===== src/rtl/pxcv_pkg.sv =====
package pxcv_pkg;
  typedef enum logic {
    MODE_FEED = 1'b0,
    MODE_GEN  = 1'b1
  } pmode_e;
endpackage


===== src/rtl/pxcv_stage.sv =====
// Per-direction storage: transparent while le is high, else per-lane
// edge capture gated by that lane's clock enable.
module pxcv_stage #(
  parameter int LANES  = 2,
  parameter int BYTE_W = 8
) (
  input  logic                    clk,
  input  logic                    rst,
  input  logic                    le,
  input  logic [LANES-1:0]        cke,
  input  logic [LANES*BYTE_W-1:0] din,
  input  logic [LANES-1:0]        pin,
  output logic [LANES*BYTE_W-1:0] dout,
  output logic [LANES-1:0]        pout
);
  localparam int W = LANES * BYTE_W;

  logic [W-1:0]     held_d;
  logic [LANES-1:0] held_p;

  for (genvar g = 0; g < LANES; g++) begin : g_lane
    logic load;
    assign load = le | cke[g];

    always_ff @(posedge clk) begin
      if (rst) begin
        held_d[g*BYTE_W +: BYTE_W] <= '0;
        held_p[g]                  <= 1'b0;
      end else if (load) begin
        held_d[g*BYTE_W +: BYTE_W] <= din[g*BYTE_W +: BYTE_W];
        held_p[g]                  <= pin[g];
      end
    end

    assign dout[g*BYTE_W +: BYTE_W] = le ? din[g*BYTE_W +: BYTE_W] : held_d[g*BYTE_W +: BYTE_W];
    assign pout[g]                  = le ? pin[g] : held_p[g];

    // reset clears the lane
    p_rst_clear_r1: assert property (@(posedge clk)
      rst |=> (held_d[g*BYTE_W +: BYTE_W] == '0 && held_p[g] == 1'b0));

    // closed latch without clock enable holds the lane
    p_hold_r3: assert property (@(posedge clk) disable iff (rst)
      (!le && !cke[g]) |=> $stable({held_p[g], held_d[g*BYTE_W +: BYTE_W]}));

    // an enabled edge loads the lane from the input
    p_capture_r4: assert property (@(posedge clk) disable iff (rst)
      (!le && cke[g]) |=> (held_d[g*BYTE_W +: BYTE_W] == $past(din[g*BYTE_W +: BYTE_W])));
  end
endmodule


===== src/rtl/pxcv_parity.sv =====
// Per-direction parity: checks the incoming port, generates or forwards
// the outgoing parity, and gates the outgoing side by its drive enable.
module pxcv_parity
  import pxcv_pkg::*;
#(
  parameter int LANES  = 2,
  parameter int BYTE_W = 8
) (
  input  logic                    clk,
  input  logic                    rst,
  input  pmode_e                  mode,
  input  logic                    odd_par,
  input  logic                    drive,
  input  logic [LANES*BYTE_W-1:0] chk_d,
  input  logic [LANES-1:0]        chk_p,
  input  logic [LANES*BYTE_W-1:0] src_d,
  input  logic [LANES-1:0]        src_p,
  output logic [LANES*BYTE_W-1:0] out_d,
  output logic [LANES-1:0]        out_p,
  output logic                    oe,
  output logic [LANES-1:0]        err_n
);
  localparam int W = LANES * BYTE_W;

  logic [LANES-1:0] par_sel;

  for (genvar g = 0; g < LANES; g++) begin : g_lane
    logic rx_sum;
    assign rx_sum     = ^{chk_d[g*BYTE_W +: BYTE_W], chk_p[g]};
    assign par_sel[g] = (mode == MODE_GEN) ? ((^src_d[g*BYTE_W +: BYTE_W]) ^ odd_par) : src_p[g];

    always_ff @(posedge clk) begin
      if (rst)                  err_n[g] <= 1'b1;
      else if (mode == MODE_GEN) err_n[g] <= (rx_sum == odd_par);
      else                       err_n[g] <= 1'b1;
    end

    // generated lane carries the selected parity sense
    p_gen_sense_r5: assert property (@(posedge clk) disable iff (rst)
      (mode == MODE_GEN && drive) |-> ((^{out_d[g*BYTE_W +: BYTE_W], out_p[g]}) == odd_par));
  end

  assign out_d = drive ? src_d : {W{1'b0}};
  assign out_p = drive ? par_sel : {LANES{1'b0}};
  assign oe    = drive;

  // feed-through keeps every flag inactive
  p_feed_flags_r6: assert property (@(posedge clk) disable iff (rst)
    (mode == MODE_FEED) |=> (&err_n));

  // a released side shows zeros
  p_release_r8: assert property (@(posedge clk) disable iff (rst)
    !drive |-> (out_d == '0 && out_p == '0 && !oe));
endmodule


===== src/rtl/parity_xcvr.sv =====
module parity_xcvr
  import pxcv_pkg::*;
#(
  parameter int LANES  = 2,
  parameter int BYTE_W = 8,
  localparam int W     = LANES * BYTE_W
) (
  input  logic             clk,
  input  logic             rst,
  input  logic             gen_mode,
  input  logic             odd_par,
  input  logic [W-1:0]     a_din,
  input  logic [LANES-1:0] a_pin,
  input  logic [W-1:0]     b_din,
  input  logic [LANES-1:0] b_pin,
  input  logic             ab_le,
  input  logic [LANES-1:0] ab_cke,
  input  logic             ab_drive,
  input  logic             ba_le,
  input  logic [LANES-1:0] ba_cke,
  input  logic             ba_drive,
  output logic [W-1:0]     b_dout,
  output logic [LANES-1:0] b_pout,
  output logic             b_oe,
  output logic [W-1:0]     a_dout,
  output logic [LANES-1:0] a_pout,
  output logic             a_oe,
  output logic [LANES-1:0] a_err_n,
  output logic [LANES-1:0] b_err_n
);
  pmode_e mode;
  assign mode = gen_mode ? MODE_GEN : MODE_FEED;

  logic [W-1:0]     ab_d, ba_d;
  logic [LANES-1:0] ab_p, ba_p;

  pxcv_stage #(.LANES(LANES), .BYTE_W(BYTE_W)) u_ab_stage (
    .clk(clk), .rst(rst), .le(ab_le), .cke(ab_cke),
    .din(a_din), .pin(a_pin), .dout(ab_d), .pout(ab_p)
  );

  pxcv_stage #(.LANES(LANES), .BYTE_W(BYTE_W)) u_ba_stage (
    .clk(clk), .rst(rst), .le(ba_le), .cke(ba_cke),
    .din(b_din), .pin(b_pin), .dout(ba_d), .pout(ba_p)
  );

  pxcv_parity #(.LANES(LANES), .BYTE_W(BYTE_W)) u_ab_par (
    .clk(clk), .rst(rst), .mode(mode), .odd_par(odd_par), .drive(ab_drive),
    .chk_d(a_din), .chk_p(a_pin), .src_d(ab_d), .src_p(ab_p),
    .out_d(b_dout), .out_p(b_pout), .oe(b_oe), .err_n(a_err_n)
  );

  pxcv_parity #(.LANES(LANES), .BYTE_W(BYTE_W)) u_ba_par (
    .clk(clk), .rst(rst), .mode(mode), .odd_par(odd_par), .drive(ba_drive),
    .chk_d(b_din), .chk_p(b_pin), .src_d(ba_d), .src_p(ba_p),
    .out_d(a_dout), .out_p(a_pout), .oe(a_oe), .err_n(b_err_n)
  );

  // open latch with drive passes A data straight to B
  p_transparent_r2: assert property (@(posedge clk) disable iff (rst)
    (ab_le && ab_drive) |-> (b_dout == a_din));

  // A-to-B controls leave the held B-to-A output untouched
  p_isolate_r9: assert property (@(posedge clk) disable iff (rst)
    (!ba_le && ba_cke == '0 && ba_drive && $past(ba_drive) && !$past(ba_le) && !$past(rst))
      |-> $stable(a_dout));
endmodule


===== config.mk =====
export PLATFORM = sky130hd
export DESIGN_NAME = parity_xcvr
export DESIGN_NICKNAME = d
export VERILOG_FILES = /design/src/rtl/pxcv_pkg.sv /design/src/rtl/pxcv_stage.sv /design/src/rtl/pxcv_parity.sv /design/src/rtl/parity_xcvr.sv
export SDC_FILE = /design/constraint.sdc
export NUM_CORES = 1
export LEC_CHECK = 0
export CORE_UTILIZATION = 51
export DETAILED_ROUTE_END_ITERATION = 8
export DONT_BUFFER_PORTS = 1
export PLACE_DENSITY_LB_ADDON = 0.1
export SYNTH_ARGS = -nofsm -noshare
export SYNTH_HDL_FRONTEND = slang
export SYNTH_SLANG_ARGS = --single-unit
export TNS_END_PERCENT = 30

===== constraint.sdc =====
create_clock -name clk -period 1.65 [get_ports clk]
set_clock_uncertainty 0.15 [all_clocks]
set_input_delay 0.2475 -clock clk [delete_from_list [all_inputs] [get_ports clk]]
set_output_delay 0.2475 -clock clk [all_outputs]
set_load 0.01 [all_outputs]

Word level (Yosys, flattened, before mapping)
Index checks and enable logic that the tools add are counted.

word-level totals
  bits in registers = 40
  bits of input ports = 48
  output and inout port bits = 42
  word-level logic and storage cells = 51

cells by class
  eq/ne operators = 4
  muxes and demuxes = 17
  bitwise logic cells = 9
  reductions and logical operators = 9

operators by type and width
  operator             count
  XOR reduction 9 bit  4
  2-to-1 mux 16 bit    2
  2-to-1 mux 8 bit     4
  XOR reduction 8 bit  4
  2-to-1 mux 1 bit     9
  equality test 1 bit  4
  2-to-1 mux 2 bit     2
  bitwise OR 1 bit     4
  bitwise XOR 1 bit    4
  OR reduction 2 bit   1
  inverter 1 bit       1

Depth between registers and ports, before layout
  word-level depth = 5
  depth in mapped cells = 6
  gate-level depth less buffers = 5

Cells and area by module
Synthesis repeated with hierarchy kept, for this count alone.

unflattened totals
  cells, all modules = 322
  area, all modules = 3,012.9 um^2

by module, submodules not included
  module       instances  cells an instance  area each (um^2)  seq. area each (um^2)
  pxcv_stage   2          100                963.4             360.3
  pxcv_parity  2          61                 543.0             40.0

Least setup slack after synthesis
Ideal clock, no wire load.

  path type = input -> output
  start = input port ba_le
  end = output port a_pout[0]
  data arrival time = 1,341 ps
  required time = 1,252 ps
  setup slack = -88 ps
  stages on the path = 5
  buffers on the path = 1
  cells stage by stage = buf_2 -> mux2i_1 -> xnor3_1 -> xnor2_1 -> a21oi_1

between the ends
  cells in the longest elaborated chain, start to end = 5
  elaborated cells on any way between the ends = 6
  classes of those cells = mux: 4; bitwise: 1; reduce/logical: 1

ends and longest elaborated chain
  what                  line               source
  start, declared       parity_xcvr.sv:19  input logic ba_le,
  2-to-1 mux 8 bit      pxcv_stage.sv:35   assign dout[g*BYTE_W +: BYTE_W] = le ? din[g*BYTE_W +: BYTE_W] : held_d[g*BYTE_W +: BYTE_W];
  XOR reduction 8 bit   pxcv_parity.sv:30  assign par_sel[g] = (mode == MODE_GEN) ? ((^src_d[g*BYTE_W +: BYTE_W]) ^ odd_par) : src_p[g];
  bitwise XOR 1 bit     pxcv_parity.sv:30
  2-to-1 mux 1 bit (*)  pxcv_parity.sv:30
  2-to-1 mux 2 bit (*)  pxcv_parity.sv:44  assign out_p = drive ? par_sel : {LANES{1'b0}};
  end, declared         parity_xcvr.sv:26  output logic [LANES-1:0] a_pout,

Mark *: on every way between the ends. The rest lies on a longest branch, timed or not.

Final worst setup path
  start = register u_ab_stage.held_d[7]
  end = output port b_pout[0]

between the ends
  cells in the longest elaborated chain, start to end = 5

ends and longest elaborated chain
  what                             line               source
  start, declared                  pxcv_stage.sv:18   logic [W-1:0] held_d;
  start signal, assigned by index  pxcv_stage.sv:30   held_d[g*BYTE_W +: BYTE_W] <= din[g*BYTE_W +: BYTE_W];
  2-to-1 mux 8 bit                 pxcv_stage.sv:35
  XOR reduction 8 bit              pxcv_parity.sv:30
  bitwise XOR 1 bit                pxcv_parity.sv:30
  2-to-1 mux 1 bit                 pxcv_parity.sv:30
  2-to-1 mux 2 bit                 pxcv_parity.sv:44
  end, declared                    parity_xcvr.sv:23  output logic [LANES-1:0] b_pout,

Every way passes these cells.

==> impl_metrics.ini <==
[power]
ir_worst_vdd_mv = 0.6323
power_mw = 2.747
cellPowerDensity_mw_per_mm2 = 800.3
leakage_nw = 1.417

[placed_design]
io_buffers = 0
placed_cells = 398
gp_congestion = 0.7748
dp_hpwl_mm = 4.044

[global_route]
grt_pass1_vias = 2314
grt_antenna_before_repair = 0
grt_start_max_net_pins = 45
track_usage = 0.2235
grt_pass1_wl_mm = 10.57
grt-ovfl-total = 0

[timing]
slew_headroom = 0.7580
worstMarginPinSlew_ps = 361.7
finalSetupViolations = 4
fin_crit_sh = 1.233
fmax_ghz = 0.4917
slew_violations = 0
rsz0062_at_grt = true
worst_slack_ps = -383.9
hold_viol = 0
period_needed_ps = 2034

[critical_path]
critical_path.max_fanout = 2
critPathLaunchType = register
required_ps = 1250
crit_arrival_ps = 1640
worstSetupPathType = register to output port
critPathCaptureType = output port

[run_status]
violations = negative setup slack
status = finished with violations

[final_layout]
drive_above_1_share = 0.1099
n_fill_cell = 419
layout_commonest_cell = mux2i_1
area_growth_pct = 23.17
layout_common_cells = 44 x mux2i_1, 40 x o21ai_0, 40 x nand2_1, 36 x a21oi_1, 36 x dlygate4sd3_1
layout.cells.non_filler = 443
nNetsFinal = 420
diodes = 0

[die]
initial_core_util = 0.5387
core-area_mm2 = 0.005172
row_count = 26
io_pins = 90
dieArea_mm2 = 0.005763
die_w_um = 75.92
die_y_um = 75.92

[cts]
cts_buffers = 5
path_clk_slew_ps = 80
insertion_delay_ps = 280
cts_setup_buffers = 0
cts_sinks = 40
cts_buffer_depth = 2
cts_tree = yes
cts_resized = 0
cts_max_level = 2
root_buffer = clkbuf_8

[yosys]
syn_nets = 381
synth.cell_area_mm2 = 0.002786
synth_seq_cells = 40
ys_types = 16
avgSynthCellArea_um2 = 8.368
yosys_warnings = 0
syn_inst = 333
ys_seq_area_frac = 0.2874

[detailed_routing]
vias = 2387
drt_iter0_markers = 82
drc = 0
dr.pass1.iters = 4
wirelength_mm = 6.404
route.antenna.remaining_nets = 0
wl_per_cell_um = 14.46
viasPerCell = 5.388

[worst_hold_path]
worstHoldPathType = primary input to register

[run]
cap_viol_max_count = 0
==> critical path: stages, from the launching register on <==
cell	delay, ps
dfxtp_2	330
xor2_1	150
mux2i_1	180
xnor3_1	350
xnor2_1	140
a21oi_2	200
==> metal layers <==
metal,track usage,vias to the layer above,routed length (µm)
met2,0.3809,64,3052
li1,-,1189,-
met4,0.07308,0,74
met1,0.2811,1127,2944
met5,0,-,0
met3,0.04578,7,333
==> power breakdown <==
part	total [mW]	switching, mW	internal (mW)
clock	0.885	0.351	0.534
combinational	0.766	0.320	0.446
sequential	1.10	0.0583	1.04
total	2.75	0.729	2.02
==> path summary, 6_finish.rpt <==
path | to | cells after the start | slack, ps | start
setup reg to reg | u_ba_stage.held_d[8] | 4 | 230 | u_ba_stage.held_d[8]
hold / removal | u_ab_stage.held_d[9] | 2 | 10 | ab_cke[1]
setup / recovery | b_pout[0] | 5 | -380 | u_ab_stage.held_d[7]
hold reg to reg | u_ab_stage.held_p[1] | 2 | 310 | u_ab_stage.held_p[1]
==> cell families (layout without fill, tap and decap cells) <==
logic type	after synthesis	after routing	synth area share
AND/OR/NAND/NOR	77	77	0.1334
XOR/XNOR	64	64	0.2209
flip-flops	40	40	0.2874
multiplexers	48	48	0.1742
buffers and inverters	24	64	0.04041
AO/OA/AOI/OAI	80	80	0.1437
==> cell usage after synthesis <==
master / n / share of area
buf_1: 1 / 0.0013
nor2_1: 4 / 0.0054
o21ai_0: 40 / 0.072
xnor2_1: 28 / 0.088
mux2_2: 4 / 0.016
nand2_1: 40 / 0.054
mux2i_1: 44 / 0.16
buf_6: 1 / 0.0040
buf_4: 2 / 0.0054
a21oi_1: 40 / 0.072
xnor3_1: 4 / 0.032
xor2_1: 32 / 0.10
buf_2: 6 / 0.011
nor2b_1: 33 / 0.074
clkbuf_1: 14 / 0.019
dfxtp_1: 40 / 0.29
==> through the flow <==
stage | hold slack, ps | TNS, ps | cell area (µm²) | worst slack (ps) | utilization
detailed placement | 166.4 | -264.9 | 2925 | -90.37 | 0.5656
floorplan | 251.1 | -3.744 | 2813 | -1.248 | -
CTS | 9.160 | -1552 | 3432 | -405.8 | 0.6635
global route | 8.420 | -1779 | 3432 | -478.4 | 0.6635
finish | 14.49 | -1459 | 3432 | -383.9 | 0.6635
global placement | 165.4 | -158.7 | 2925 | -54.66 | 0.5656
==> layout make-up <==
cell class	instances	area, µm²	area share
Sequential cell	40	807.0	0.2351
Tap cell	70	87.58	0.02552
Timing Repair Buffer	56	523.0	0.1524
Clock buffer	7	96.34	0.02807
Multi-Input combinational cell	269	1888	0.5501
Clock inverter	1	30.03	0.008750
==> sequential cells by signal, indices dropped and copies added, names as in the netlist <==
name               flops
u_ab_stage.held_d     16
u_ba_stage.held_d     16
u_ab_par.err_n         2
u_ab_stage.held_p      2
u_ba_par.err_n         2
u_ba_stage.held_p      2
==> what timing repair did <==
action,4_1_cts,5_1_grt
endpoints found under the hold margin,40,0
setup endpoints to repair,4,4
hold buffers,37,0
pin swaps,0,0
Power figures use the tool's default switching activity.
